[src/rtl/thr_parity_pkg.sv]
package thr_parity_pkg;

    // Output stage state carried alongside the first-layer vector
    typedef struct packed {
        logic valid;
        logic parity;
    } tpn_stat_t;

    // Width of a signed net sum able to hold +/-(2n+1)
    function automatic int net_width(int n);
        return $clog2(2 * n + 2) + 2;
    endfunction

    // Bias of first-layer neuron k (1-based) so that it fires when count >= n+1-k.
    // Doubled 0/1 form: 2k-2n-1, signed-level form: 2k-n-1.
    function automatic int hid_bias(int k, int n, bit uni);
        return uni ? (2 * k - 2 * n - 1) : (2 * k - n - 1);
    endfunction

    // Output-neuron weight for first-layer neuron k (1-based): the first is
    // +1 for odd n and -1 for even n, the rest alternate in sign.
    function automatic int out_weight(int k, int n);
        int w1;
        w1 = 2 * (n % 2) - 1;
        return (k % 2 == 1) ? w1 : -w1;
    endfunction

    // Output-neuron bias: (n mod 2)-1 in signed-level form, -1 in doubled form
    function automatic int out_bias(int n, bit uni);
        return uni ? -1 : ((n % 2) - 1);
    endfunction

endpackage

[src/rtl/tpn_input_sum.sv]
module tpn_input_sum
    import thr_parity_pkg::*;
#(
    parameter int N        = 16,
    parameter bit UNIPOLAR = 1'b0,
    localparam int SW      = net_width(N)
) (
    input  logic [N-1:0]          data_i,
    output logic signed [SW-1:0]  sum_o
);
    // Level of a set bit and of a clear bit in the chosen arithmetic form
    localparam logic signed [SW-1:0] LVL_HI = UNIPOLAR ? SW'(2) : SW'(1);
    localparam logic signed [SW-1:0] LVL_LO = UNIPOLAR ? SW'(0) : SW'(-1);

    always_comb begin
        sum_o = '0;
        for (int b = 0; b < N; b++) begin
            sum_o = sum_o + (data_i[b] ? LVL_HI : LVL_LO);
        end
    end
endmodule

[src/rtl/tpn_hidden_layer.sv]
module tpn_hidden_layer
    import thr_parity_pkg::*;
#(
    parameter int N        = 16,
    parameter bit UNIPOLAR = 1'b0,
    localparam int SW      = net_width(N)
) (
    input  logic signed [SW-1:0]  sum_i,
    output logic [N-1:0]          fire_o
);
    localparam logic signed [SW-1:0] ZERO = '0;

    for (genvar k = 0; k < N; k++) begin : g_neuron
        localparam logic signed [SW-1:0] BIAS = SW'(hid_bias(k + 1, N, UNIPOLAR));
        logic signed [SW-1:0] net;
        assign net       = sum_i + BIAS;
        assign fire_o[k] = (net > ZERO);
    end
endmodule

[src/rtl/tpn_output_neuron.sv]
module tpn_output_neuron
    import thr_parity_pkg::*;
#(
    parameter int N        = 16,
    parameter bit UNIPOLAR = 1'b0,
    localparam int SW      = net_width(N)
) (
    input  logic [N-1:0] hid_i,
    output logic         fire_o
);
    localparam logic signed [SW-1:0] ZERO = '0;
    localparam logic signed [SW-1:0] BIAS = SW'(out_bias(N, UNIPOLAR));

    logic signed [SW-1:0] term [N];
    logic signed [SW-1:0] net;

    for (genvar k = 0; k < N; k++) begin : g_term
        localparam int WT = out_weight(k + 1, N);
        localparam logic signed [SW-1:0] T_ON  = UNIPOLAR ? SW'(2 * WT) : SW'(WT);
        localparam logic signed [SW-1:0] T_OFF = UNIPOLAR ? SW'(0)      : SW'(-WT);
        assign term[k] = hid_i[k] ? T_ON : T_OFF;
    end

    always_comb begin
        net = BIAS;
        for (int k = 0; k < N; k++) begin
            net = net + term[k];
        end
    end

    assign fire_o = (net > ZERO);
endmodule

[src/rtl/thresh_parity_net.sv]
module thresh_parity_net
    import thr_parity_pkg::*;
#(
    parameter int N          = 16,
    parameter bit UNIPOLAR   = 1'b0,
    parameter bit REGISTERED = 1'b1
) (
    input  logic         clk,
    input  logic         rst,
    input  logic         in_valid,
    input  logic [N-1:0] data_i,
    output logic         valid_o,
    output logic         parity_o,
    output logic [N-1:0] hidden_o
);
    localparam int SW = net_width(N);

    logic signed [SW-1:0] in_sum;
    logic [N-1:0]         hid_comb;
    logic                 par_comb;

    tpn_input_sum #(.N(N), .UNIPOLAR(UNIPOLAR)) u_sum (
        .data_i (data_i),
        .sum_o  (in_sum)
    );

    tpn_hidden_layer #(.N(N), .UNIPOLAR(UNIPOLAR)) u_hid (
        .sum_i  (in_sum),
        .fire_o (hid_comb)
    );

    tpn_output_neuron #(.N(N), .UNIPOLAR(UNIPOLAR)) u_out (
        .hid_i  (hid_comb),
        .fire_o (par_comb)
    );

    if (REGISTERED) begin : g_reg
        tpn_stat_t    stat_q;
        logic [N-1:0] hid_q;

        always_ff @(posedge clk) begin
            if (rst) begin
                stat_q <= '0;
                hid_q  <= '0;
            end else begin
                stat_q.valid <= in_valid;
                if (in_valid) begin
                    stat_q.parity <= par_comb;
                    hid_q         <= hid_comb;
                end
            end
        end

        assign valid_o  = stat_q.valid;
        assign parity_o = stat_q.parity;
        assign hidden_o = hid_q;
    end else begin : g_comb
        tpn_stat_t stat_c;
        assign stat_c   = '{valid: in_valid, parity: par_comb};
        assign valid_o  = stat_c.valid;
        assign parity_o = stat_c.parity;
        assign hidden_o = hid_comb;
    end
endmodule

[config.mk]
export PLATFORM = sky130hd
export DESIGN_NAME = thresh_parity_net
export DESIGN_NICKNAME = d
export VERILOG_FILES = /design/src/rtl/thr_parity_pkg.sv /design/src/rtl/tpn_input_sum.sv /design/src/rtl/tpn_hidden_layer.sv /design/src/rtl/tpn_output_neuron.sv /design/src/rtl/thresh_parity_net.sv
export SDC_FILE = /design/constraint.sdc
export NUM_CORES = 1
export LEC_CHECK = 0
export ABC_AREA = 1
export BUFFER_PORTS_ARGS = -buffer_cell sky130_fd_sc_hd__buf_2
export CORE_ASPECT_RATIO = 0.8
export CORE_MARGIN = 3
export CORE_UTILIZATION = 35
export DETAILED_ROUTE_END_ITERATION = 10
export PLACE_DENSITY_LB_ADDON = 0.3
export SLEW_MARGIN = 10
export SYNTH_ARGS = -nofsm -noshare
export SYNTH_HDL_FRONTEND = slang
export SYNTH_SLANG_ARGS = --single-unit
[constraint.sdc]
create_clock -name clk -period 21.8 [get_ports clk]
set_input_delay 3.27 -clock clk [delete_from_list [all_inputs] [get_ports clk]]
set_output_delay 3.27 -clock clk [all_outputs]
set_load 0.01 [all_outputs]
==> results.md <==
* Status: completed
* Worst path slowest cell: fa_1
* Worst Setup End Kind: flip-flop
* Ys flop type: dfxtp_1
* GP Congestion at 0.845
* Area share of the leading cell type in the synthesized netlist at 37.6%
* Critical path launch point type: input port
* Crit path kind: in -> reg
* Finish-stage setup viols at 0
* Worst min path class: reg -> reg
* Count of pins over their slew limit at 0
* Chip width at 133 um
* #FFs+latches synth at 18
* Final instance area at 4960 um2
* Ys async rst share at 0%
* Min cycle time layout at 13060 ps
* CTS tree: yes
* Max-Cap Viols at 0
* Clk_lat worst skew at 250 ps
* Setup bufs post-CTS at 0
* Post-CTS sizing at 0
* Area Growth Syn to Fin at 9.62%
* DP Worst Slack at 8450 ps
* Vias at 3098
* Drt wl/cell at 11.5 um
* Fin Hold WS at 477 ps
* Worst setup margin at 8740 ps
* YS warnings at 0
* Worst hold stages at 2
* Clock Skew at 0 ps
* Post-synthesis net count at 678
* Worst R2R Path Depth at 2
* Seq/Total Area, Yosys at 7.96%
* Post-Syn Area per Cell at 8.42 um2
* Critical path's largest stage delay at 640 ps
* RSZ-0062 raised after global routing: no
* CP Data Required Time at 21940 ps
* Mapped cell area at 4530 um2
* Initial antenna violation count at 0
* CTS sink count at 18
* Hold Buf Count CTS at 0
* # DRC at 0
* DR pass1 iterations at 4
* Clk slew on worst S/H paths at 50 ps
* Num CTS Buffers at 3
* Nets at 713
* Slew HR at 63.6%
* Ant. Diodes at 0
* Final number of hold-violating endpoints at 0
* Synth top area cells: fa_1 (38%), inv_1 (14%), ha_1 (9.9%)
* Post-DP HPWL at 7910 um
* Gr ovfl total at 0
* Clk root buf: clkbuf_16
* Initial Utilization at 36.6%
* Setup tns final at 0 ps
* Core Region at 12400 um2
* CTS Buffer Depth at 2
* Synth cell types at 38
* Port bufs at 36
* Placed inst area at 4870 um2
* Vias in the first global route at 3408
* Global-route wire length before repair at 15700 um
* Share of cells above drive strength 1 at 16.8%
* Routed Antenna Nets at 0
* GRT Util Overall at 13.1%
* Number of synthesized flops with an enable pin at 0
* Worst Tran Pin Value at 546 ps
* Die Y at 108 um
* Largest net degree at the start of global routing at 34
* IO Count at 37
* Vias/cell at 4.17
* Largest area contributor in the netlist: fa_1
* Worst Path Arrival at 13200 ps
* First DRT Iteration DRCs at 113
* H-tree Lvls at 1
* Die area at 14300 um2
* Most numerous cell on the critical path: fa_1
* Worst-path maximum fanout at 15
* Fmax at 0.0766 GHz
* FP Rows at 36
* Post-Route WL at 8530 um
* Mapped Cells at 538
* Final worst-path cycle share at 59.9%
worst paths after layout:
kind / from / endpoint / slack [ps]
hold reg to reg: hidden_o[4]$_SDFFE_PP0P_ / hidden_o[4]$_SDFFE_PP0P_ / 480
hold / removal: hidden_o[4]$_SDFFE_PP0P_ / hidden_o[4]$_SDFFE_PP0P_ / 480
setup reg to reg: hidden_o[10]$_SDFFE_PP0P_ / hidden_o[10]$_SDFFE_PP0P_ / 21130
setup / recovery: data_i[14] / parity_o$_SDFFE_PP0P_ / 8740
state kept, by name (all words and copies together), names as in the netlist:
signal / cells
valid_o: 1
parity_o: 1
hidden_o: 16
metal layers:
| layer | track usage, % | vias to the layer above | routed length [um] | share of wire (%) |
|---|---|---|---|---|
| met3 | 0.935 | 0 | 206 | 2.4 |
| met1 | 20.4 | 1480 | 4490 | 53 |
| li1 | - | 1595 | - | - |
| met5 | 0 | - | 0 | 0 |
| met2 | 21.1 | 23 | 3840 | 45 |
| met4 | 0.587 | 0 | 0 | 0 |
worst max-delay path, delay by kind of cell:
kind,cells,cell delay [ps]
and+or+nand+nor,10,990
xor gates and xnor gates,1,190
AOI/OAI and AO/OA,4,710
buffers and inverters,11,880
adders and majority gates,14,7140
layout make-up:
| cell class | count | area, um2 |
|---|---|---|
| inverter | 192 | 723 |
| timing repair buffer | 36 | 180 |
| multi-input combinational | 322 | 3400 |
| clock buffer | 4 | 88.8 |
| sequential | 18 | 360 |
| tap | 171 | 214 |
| fill | 1244 | 7420 |
kinds of logic (layout without fill, tap and decap cells):
kind of cell / Yosys count / count (layout) / synth area share [%]
fa+ha+maj: 121 / 121 / 47.5
buf+inv: 198 / 232 / 17.0
flops: 18 / 18 / 7.96
simple gates: 144 / 144 / 16.1
compound gates: 36 / 36 / 5.47
xor+xnor: 21 / 21 / 5.97
through the flow:
stage | util (%) | std cells
after floorplan | - | 538
after global placement | 39.4 | 739
after detailed placement | 39.4 | 739
after CTS | 40.1 | 743
after global routing | 40.1 | 743
final | 40.1 | 743
synthesized netlist by cell type, types with 5 or more instances:
master	instances
a21oi_1	6
dfxtp_1	18
fa_1	85
ha_1	36
inv_1	174
inv_2	17
nand2_1	75
nand2_2	12
nand2_4	8
nand3_1	18
nor2_1	22
o211ai_1	12
o21ai_0	9
xnor2_1	9
xor2_1	5
cells in the final DEF (no fill, tap or decap), types with 2 or more instances in the layout:
cell,netlist,layout
a21oi_1,6,6
a21oi_4,2,2
buf_2,1,36
clkbuf_16,0,3
dfxtp_1,18,18
fa_1,85,85
ha_1,36,36
inv_1,174,174
inv_2,17,17
nand2_1,75,75
nand2_2,12,12
nand2_4,8,8
nand3_1,18,18
nand3_4,2,2
nor2_1,22,22
nor2_4,2,2
o211ai_1,12,12
o21ai_0,9,9
o21ai_1,3,3
xnor2_1,9,9
xnor2_2,2,2
xnor2_4,2,2
xor2_1,5,5
xor2_2,2,2
Power is left out: the tool's default activity adds up to more than one toggle a clock period on the data nets, which glitch-free logic cannot reach.
